--- config.mk ---
export PLATFORM = sky130hd
export DESIGN_NAME = sc_cmd_timer
export DESIGN_NICKNAME = d
export VERILOG_FILES = /design/src/rtl/sccmd_pkg.sv /design/src/rtl/sc_timer.sv /design/src/rtl/sc_shutter_stamp.sv /design/src/rtl/sc_decode.sv /design/src/rtl/sc_reply_queue.sv /design/src/rtl/sc_cmd_timer.sv
export SDC_FILE = /design/constraint.sdc
export NUM_CORES = 1
export LEC_CHECK = 0
export BUFFER_PORTS_ARGS = -buffer_cell sky130_fd_sc_hd__buf_2
export CAP_MARGIN = 30
export CORE_MARGIN = 2
export CORE_UTILIZATION = 40
export DETAILED_ROUTE_END_ITERATION = 12
export SETUP_SLACK_MARGIN = 0.2
export SYNTH_ARGS = -nofsm -noshare
export SYNTH_HDL_FRONTEND = slang
export SYNTH_SLANG_ARGS = --single-unit
--- constraint.sdc ---
create_clock -name clk -period 8.68 [get_ports clk]
set_input_delay 0.868 -clock clk [delete_from_list [all_inputs] [get_ports clk]]
set_output_delay 0.868 -clock clk [all_outputs]
set_load 0.03 [all_outputs]
--- src/rtl/sccmd_pkg.sv ---
package sccmd_pkg;

    localparam int HDR_W  = 8;
    localparam int ARG_W  = 16;
    localparam int BODY_W = 40;
    localparam int PKT_W  = HDR_W + BODY_W;
    localparam int TIME_W = 48;
    localparam int ID_W   = 32;
    localparam int NSLICE = TIME_W / ARG_W;

    // opcodes taken in
    localparam logic [HDR_W-1:0] OP_TCLR     = 8'h40;
    localparam logic [HDR_W-1:0] OP_TSET0    = 8'h41;
    localparam logic [HDR_W-1:0] OP_TSET1    = 8'h42;
    localparam logic [HDR_W-1:0] OP_TSET2    = 8'h43;
    localparam logic [HDR_W-1:0] OP_RD_LO    = 8'h44;
    localparam logic [HDR_W-1:0] OP_RD_HI    = 8'h45;
    localparam logic [HDR_W-1:0] OP_RISE_LO  = 8'h46;
    localparam logic [HDR_W-1:0] OP_RISE_HI  = 8'h47;
    localparam logic [HDR_W-1:0] OP_FALL_LO  = 8'h48;
    localparam logic [HDR_W-1:0] OP_FALL_HI  = 8'h49;

    // reply headers
    localparam logic [HDR_W-1:0] PK_ACK = 8'h70;
    localparam logic [HDR_W-1:0] PK_EOC = 8'h71;
    localparam logic [HDR_W-1:0] PK_BAD = 8'h73;

    typedef struct packed {
        logic [HDR_W-1:0]  hdr;
        logic [BODY_W-1:0] body;
    } pkt_t;

    typedef enum logic [1:0] {
        TACT_RUN = 2'd0,
        TACT_CLR = 2'd1,
        TACT_SET = 2'd2
    } tact_e;

    typedef struct packed {
        tact_e            act;
        logic [1:0]       slice;
        logic [ARG_W-1:0] arg;
    } tcmd_t;

    function automatic pkt_t ctl_pkt(input logic [HDR_W-1:0] h,
                                     input logic [HDR_W-1:0] echo,
                                     input logic [ID_W-1:0]  id);
        pkt_t p;
        p.hdr  = h;
        p.body = {echo, id};
        return p;
    endfunction

    function automatic logic [BODY_W-1:0] lo_body(input logic [TIME_W-1:0] t);
        return {{(BODY_W-32){1'b0}}, t[31:0]};
    endfunction

    function automatic logic [BODY_W-1:0] hi_body(input logic [TIME_W-1:0] t);
        return {{(BODY_W-(TIME_W-32)){1'b0}}, t[TIME_W-1:32]};
    endfunction

endpackage

--- src/rtl/sc_timer.sv ---
module sc_timer
    import sccmd_pkg::*;
(
    input  logic              clk,
    input  logic              rst,
    input  tcmd_t             cmd,
    output logic [TIME_W-1:0] value
);

    logic [TIME_W-1:0] nxt;

    always_comb begin
        nxt = value + TIME_W'(1);
        case (cmd.act)
            TACT_CLR: nxt = '0;
            TACT_SET: begin
                nxt = value;
                for (int k = 0; k < NSLICE; k++) begin
                    if (cmd.slice == 2'(k)) nxt[k*ARG_W +: ARG_W] = cmd.arg;
                end
            end
            default: ;
        endcase
    end

    always_ff @(posedge clk) begin
        if (rst) value <= '0;
        else     value <= nxt;
    end

endmodule

--- src/rtl/sc_shutter_stamp.sv ---
module sc_shutter_stamp
    import sccmd_pkg::*;
#(
    parameter int SYNC_STAGES = 2
)(
    input  logic                         clk,
    input  logic                         rst,
    input  logic                         shutter,
    input  logic [TIME_W-1:0]            time_now,
    output logic [1:0][TIME_W-1:0]       stamps
);

    // chain[SYNC_STAGES-1] is the synchronised level, chain[SYNC_STAGES] its delayed copy
    logic [SYNC_STAGES:0] chain;
    logic [1:0]           edge_hit;

    always_ff @(posedge clk) begin
        if (rst) chain <= '0;
        else     chain <= {chain[SYNC_STAGES-1:0], shutter};
    end

    assign edge_hit[0] =  chain[SYNC_STAGES-1] & ~chain[SYNC_STAGES];
    assign edge_hit[1] = ~chain[SYNC_STAGES-1] &  chain[SYNC_STAGES];

    for (genvar g = 0; g < 2; g++) begin : g_cap
        always_ff @(posedge clk) begin
            if (rst)              stamps[g] <= '0;
            else if (edge_hit[g]) stamps[g] <= time_now;
        end
    end

endmodule

--- src/rtl/sc_decode.sv ---
module sc_decode
    import sccmd_pkg::*;
#(
    parameter logic [ID_W-1:0] CHIP_ID = 32'hC0DE_0A17
)(
    input  logic [HDR_W-1:0]        hdr,
    input  logic [ARG_W-1:0]        arg,
    input  logic [TIME_W-1:0]       time_now,
    input  logic [1:0][TIME_W-1:0]  stamps,
    output pkt_t                    first,
    output pkt_t                    second,
    output logic                    two,
    output tcmd_t                   tcmd
);

    always_comb begin
        tcmd.act   = TACT_RUN;
        tcmd.slice = 2'd0;
        tcmd.arg   = arg;
        first      = ctl_pkt(PK_BAD, hdr, CHIP_ID);
        second     = ctl_pkt(PK_EOC, hdr, CHIP_ID);
        two        = 1'b1;
        case (hdr)
            OP_TCLR: begin
                tcmd.act = TACT_CLR;
                first    = ctl_pkt(PK_ACK, hdr, CHIP_ID);
            end
            OP_TSET0, OP_TSET1, OP_TSET2: begin
                tcmd.act   = TACT_SET;
                tcmd.slice = 2'(hdr - OP_TSET0);
                first      = ctl_pkt(PK_ACK, hdr, CHIP_ID);
            end
            OP_RD_LO:   first = '{hdr: hdr, body: lo_body(time_now)};
            OP_RD_HI:   first = '{hdr: hdr, body: hi_body(time_now)};
            OP_RISE_LO: first = '{hdr: hdr, body: lo_body(stamps[0])};
            OP_RISE_HI: first = '{hdr: hdr, body: hi_body(stamps[0])};
            OP_FALL_LO: first = '{hdr: hdr, body: lo_body(stamps[1])};
            OP_FALL_HI: first = '{hdr: hdr, body: hi_body(stamps[1])};
            default:    two   = 1'b0;
        endcase
    end

endmodule

--- src/rtl/sc_reply_queue.sv ---
module sc_reply_queue
    import sccmd_pkg::*;
(
    input  logic clk,
    input  logic rst,
    input  logic load,
    input  pkt_t in0,
    input  pkt_t in1,
    input  logic in_two,
    output pkt_t out_pkt,
    output logic out_valid,
    input  logic out_ready,
    output logic empty
);

    pkt_t       slot0, slot1;
    logic [1:0] cnt;

    always_ff @(posedge clk) begin
        if (rst) begin
            slot0 <= '0;
            slot1 <= '0;
            cnt   <= 2'd0;
        end else if (load) begin
            slot0 <= in0;
            slot1 <= in1;
            cnt   <= in_two ? 2'd2 : 2'd1;
        end else if (out_valid && out_ready) begin
            slot0 <= slot1;
            cnt   <= cnt - 2'd1;
        end
    end

    assign out_pkt   = slot0;
    assign out_valid = (cnt != 2'd0);
    assign empty     = (cnt == 2'd0);

endmodule

--- src/rtl/sc_cmd_timer.sv ---
module sc_cmd_timer
    import sccmd_pkg::*;
#(
    parameter logic [31:0] CHIP_ID     = 32'hC0DE_0A17,
    parameter int          SYNC_STAGES = 2
)(
    input  logic        clk,
    input  logic        rst,
    input  logic        cmd_valid,
    output logic        cmd_ready,
    input  logic [7:0]  cmd_hdr,
    input  logic [15:0] cmd_arg,
    input  logic        shutter,
    output logic        rsp_valid,
    input  logic        rsp_ready,
    output logic [47:0] rsp_word
);

    logic [TIME_W-1:0]       timer_now;
    logic [1:0][TIME_W-1:0]  stamps;
    pkt_t                    dec_first, dec_second, q_out;
    logic                    dec_two, fire, q_empty;
    tcmd_t                   dec_tcmd, tcmd_eff;

    assign fire = cmd_valid && cmd_ready;

    always_comb begin
        tcmd_eff = dec_tcmd;
        if (!fire) tcmd_eff.act = TACT_RUN;
    end

    sc_timer i_timer (
        .clk   (clk),
        .rst   (rst),
        .cmd   (tcmd_eff),
        .value (timer_now)
    );

    sc_shutter_stamp #(.SYNC_STAGES(SYNC_STAGES)) i_stamp (
        .clk      (clk),
        .rst      (rst),
        .shutter  (shutter),
        .time_now (timer_now),
        .stamps   (stamps)
    );

    sc_decode #(.CHIP_ID(CHIP_ID)) i_decode (
        .hdr      (cmd_hdr),
        .arg      (cmd_arg),
        .time_now (timer_now),
        .stamps   (stamps),
        .first    (dec_first),
        .second   (dec_second),
        .two      (dec_two),
        .tcmd     (dec_tcmd)
    );

    sc_reply_queue i_queue (
        .clk       (clk),
        .rst       (rst),
        .load      (fire),
        .in0       (dec_first),
        .in1       (dec_second),
        .in_two    (dec_two),
        .out_pkt   (q_out),
        .out_valid (rsp_valid),
        .out_ready (rsp_ready),
        .empty     (q_empty)
    );

    assign cmd_ready = q_empty;
    assign rsp_word  = q_out;

endmodule

==> results.md <==
- Status: finished, final reports clean
- Unrepaired setup endpoints after global routing: false
- Synth-to-Final Area Change: 13.02%
- Gate power share: 12.5%
- R2r setup slk: 4.61 ns
- Synthesized flop and latch total: 206
- CTS Buf Count: 24
- Yosys warns: 0
- Critical Path, Cell by Cell: buf_2 > inv_1 > ha_1 > or3_1 > nand2_1 > nor3_1 > ha_1 > buf_4 > clkinv_1 > nor2_1 > nand2_1 > a31o_2 > o211ai_1
- Worst path arrival time: 4.70 ns
- First-pass GRT wire length: 49550 microns
- Final Slew Violations: 0
- CTS root buf: clkbuf_16
- Critical path endpoint: i_timer.value[45]$_SDFFE_PP0P_
- Via count: 9633
- Hold Vio Cnt, Final: 0
- Final cycle utilization of the critical path: 49.14%
- PwrDens: 208.8 nW/um^2
- ANT nets after route: 0
- Clock slew at the register clock pins of the worst setup and hold paths: 0.06 ns
- Total die area: 25970 sq um
- Most common cell after layout, fill and taps aside: nand2_1
- Syn Inst Count: 1296
- Synth Net Count: 1332
- # setup viols final: 0
- Core Box Area: 24250 sq um
- Initial antenna violation count: 0
- Hold buffers post-CTS: 0
- Post-CTS setup buffers: 0
- Die Span Y: 161.2 microns
- Most frequent cells in the layout: nand2_1, dfxtp_1, a21oi_1
- CP Launch Point: cmd_hdr[0]
- DPL Wire Length: 20590 microns
- Clock power frac: 44.3%
- Tot GR Track Use: 23.41%
- Row cnt: 57
- Cell Area, Synth: 9878 sq um
- TritonCTS clock tree: built
- WL/cell: 18.94 microns
- Initial Util: 40.74%
- FILL cells: 2469
- Pleak: 0.003766 uW
- Fraction of power spent switching nets: 27.26%
- Reg-to-Reg Start: i_queue.cnt[0]$_SDFFE_PP0P_
- Fmax: 234.5 MHz
- Clk Latency, worst-skew pair: 0.52 ns
- Overflow after GRT: 0
- ANT cells: 0
- Fin nets: 1325
- Crit. End Element: register
- Reg-to-reg critical path endpoint: i_timer.value[45]$_SDFFE_PP0P_
- Final Cell Area: 11160 sq um
- Reg power frac: 43.2%
- Pin count of the biggest net entering global routing: 110
- Startpoint Class: input pin
- WP data required: 9.12 ns
- # resized after CTS: 0
- Period minus WS final: 4.265 ns
- Max Fanout on Critical Path: 40
- Power consumption: 2331 uW
- Largest stage delay, worst path: 0.88 ns
- Vias in the first global route: 8785
- # port buffers: 78
- # DRC: 0
- # IOs: 79
- 1st-iter DRT viols: 894
- WL final: 30890 microns
- P_int: 1696 uW
- Vias/cell: 5.906
- Avg Inst Size Synth: 7.622 sq um
- Type of the most critical hold path: reg2reg
- Synth unique cells: 62
- Worst clock skew: 0.01550 ns
- DRT Pass-1 Iters: 9
- Die W: 161.2 microns
- Bufs on Longest Clock Path: 3
- Max Cap Viol: 0
- Seq/Total Area, Yosys: 41.75%
- Fin util: 46.04%
- GP Congestion: 0.8816
- EDFF count, synth: 0
- Clk sink count: 206
- Fraction of registers with async set/reset: 0%
- Worst slew pin tran: 0.9956 ns
- Layout cell share with drive strength beyond 1: 11.78%
- H-tree depth: 1
- Crit Path Class: in2reg
- Worst-path cell with the longest stage delay: nor2_1
- P_sw: 635.5 uW
- Setup TNS: 0 ns
- R2R cell count: 11
- Max IR drop VDD: 0.0001231 V
- Dpl cell area: 10350 sq um
- Top FF cell, synth: dfxtp_1
- Normalized max-slew margin: 33.32%
==> metal layers <==
| metal | track usage (%) | vias up | wire length [microns] |
|---|---|---|---|
| li1 | - | 4654 | - |
| met5 | 0 | - | 0 |
| met3 | 4.006 | 39 | 2488 |
| met1 | 34.36 | 4553 | 14390 |
| met2 | 35.60 | 387 | 13530 |
| met4 | 6.047 | 0 | 487 |
==> sequential cells by signal, summed over array words and instances (netlist names) <==
name	count
i_queue.slot1	9
i_stamp.stamps	96
i_stamp.chain	3
i_queue.cnt	2
i_timer.value	48
i_queue.out_pkt	48
==> power by group through the flow <==
stage	Clock [uW]	Combinational, uW	Sequential (uW)
final	1030	291	1010
after global routing	1100	314	1010
after CTS	1050	291	1010
after detailed placement	0	290	1030
after global placement	0	288	1030
after floorplan	0	151	1080
==> stage by stage <==
step / setup WS (ns) / cells / hold slack [ns]
3_3_place_gp: 4.091 / 1584 / 0.4213
2_1_floorplan: 5.318 / 1296 / 0.4138
5_1_grt: 4.159 / 1631 / 0.4663
4_1_cts: 4.545 / 1631 / 0.4482
6_report: 4.415 / 1631 / 0.4397
3_5_place_dp: 4.027 / 1587 / 0.4331
==> synthesized netlist by cell type, types with 6 or more instances <==
library cell  count  area share (%)
mux2i_1          12             1.2
buf_2            21             1.1
nor4_1           12            0.76
o21ai_0          54             2.7
clkbuf_1         95             3.6
a311oi_1         18             1.6
a221oi_1         19             1.7
buf_1             9            0.34
dfxtp_1         206              42
and3_1           19             1.2
or4_1             7            0.53
nor2_1           46             1.7
a211oi_1          6            0.46
a222oi_1         13             1.3
o211ai_1          6            0.46
or3_1             6            0.38
a22o_1           10            0.89
o31ai_1          10            0.76
nand4_1          22             1.4
nand3_1          25             1.3
inv_1            16            0.61
a22oi_1          36             2.7
nand2b_1         11            0.70
ha_1              7            0.89
and2_1            7            0.44
o22ai_1          19             1.2
nor3_1           23             1.2
a21oi_1         170             8.6
nand2_1         312              12
o31a_1            7            0.62
nor2b_1          10            0.63
and4_1            6            0.53
==> worst max-delay path, delay by kind of cell <==
| kind | cells | cell delay [ns] |
|---|---|---|
| adder cells (fa/ha/maj) | 2 | 0.65 |
| AO/OA/AOI/OAI | 2 | 0.33 |
| buffers and inverters | 4 | 1.21 |
| AND/OR/NAND/NOR | 5 | 1.60 |
==> how the worst min path moves through the flow <==
| stage | depth (start not counted) | from | end | slack, ns |
|---|---|---|---|---|
| 6_report | 1 | i_stamp.chain[0]$_SDFF_PP0_ | i_stamp.chain[1]$_SDFF_PP0_ | 0.44 |
| 5_1_grt | 2 | i_queue.out_pkt[13]$_SDFFE_PP0P_ | i_queue.out_pkt[13]$_SDFFE_PP0P_ | 0.47 |
| 4_1_cts | 1 | i_stamp.chain[0]$_SDFF_PP0_ | i_stamp.chain[1]$_SDFF_PP0_ | 0.45 |
| 3_5_place_dp | 1 | i_stamp.chain[0]$_SDFF_PP0_ | i_stamp.chain[1]$_SDFF_PP0_ | 0.43 |
| 3_3_place_gp | 1 | i_stamp.chain[0]$_SDFF_PP0_ | i_stamp.chain[1]$_SDFF_PP0_ | 0.42 |
| 2_1_floorplan | 1 | i_stamp.chain[0]$_SDFF_PP0_ | i_stamp.chain[1]$_SDFF_PP0_ | 0.41 |
==> cell type report <==
type                       count  area [sq um]  share of cell area [%]
clock buffer                  36         716.9                   6.422
timing repair buffer          97         566.8                   5.077
tap                          324         405.4                   3.631
inverter                      17         63.81                  0.5716
multi-input combinational    943          5192                   46.51
clock inverter                 8         95.09                  0.8517
sequential                   206          4124                   36.94
==> logic make-up (layout without fill, tap and decap cells) <==
family	Yosys count	after routing	synth area share, %
and+or+nand+nor	517	517	23.64
AOI/OAI and AO/OA	406	406	26.38
DFF	206	206	41.75
buffers and inverters	147	158	6.042
muxes	12	12	1.216
adders and majority gates	7	7	0.8866
xor gates and xnor gates	1	1	0.08868
(Power assumes the default switching activity.)
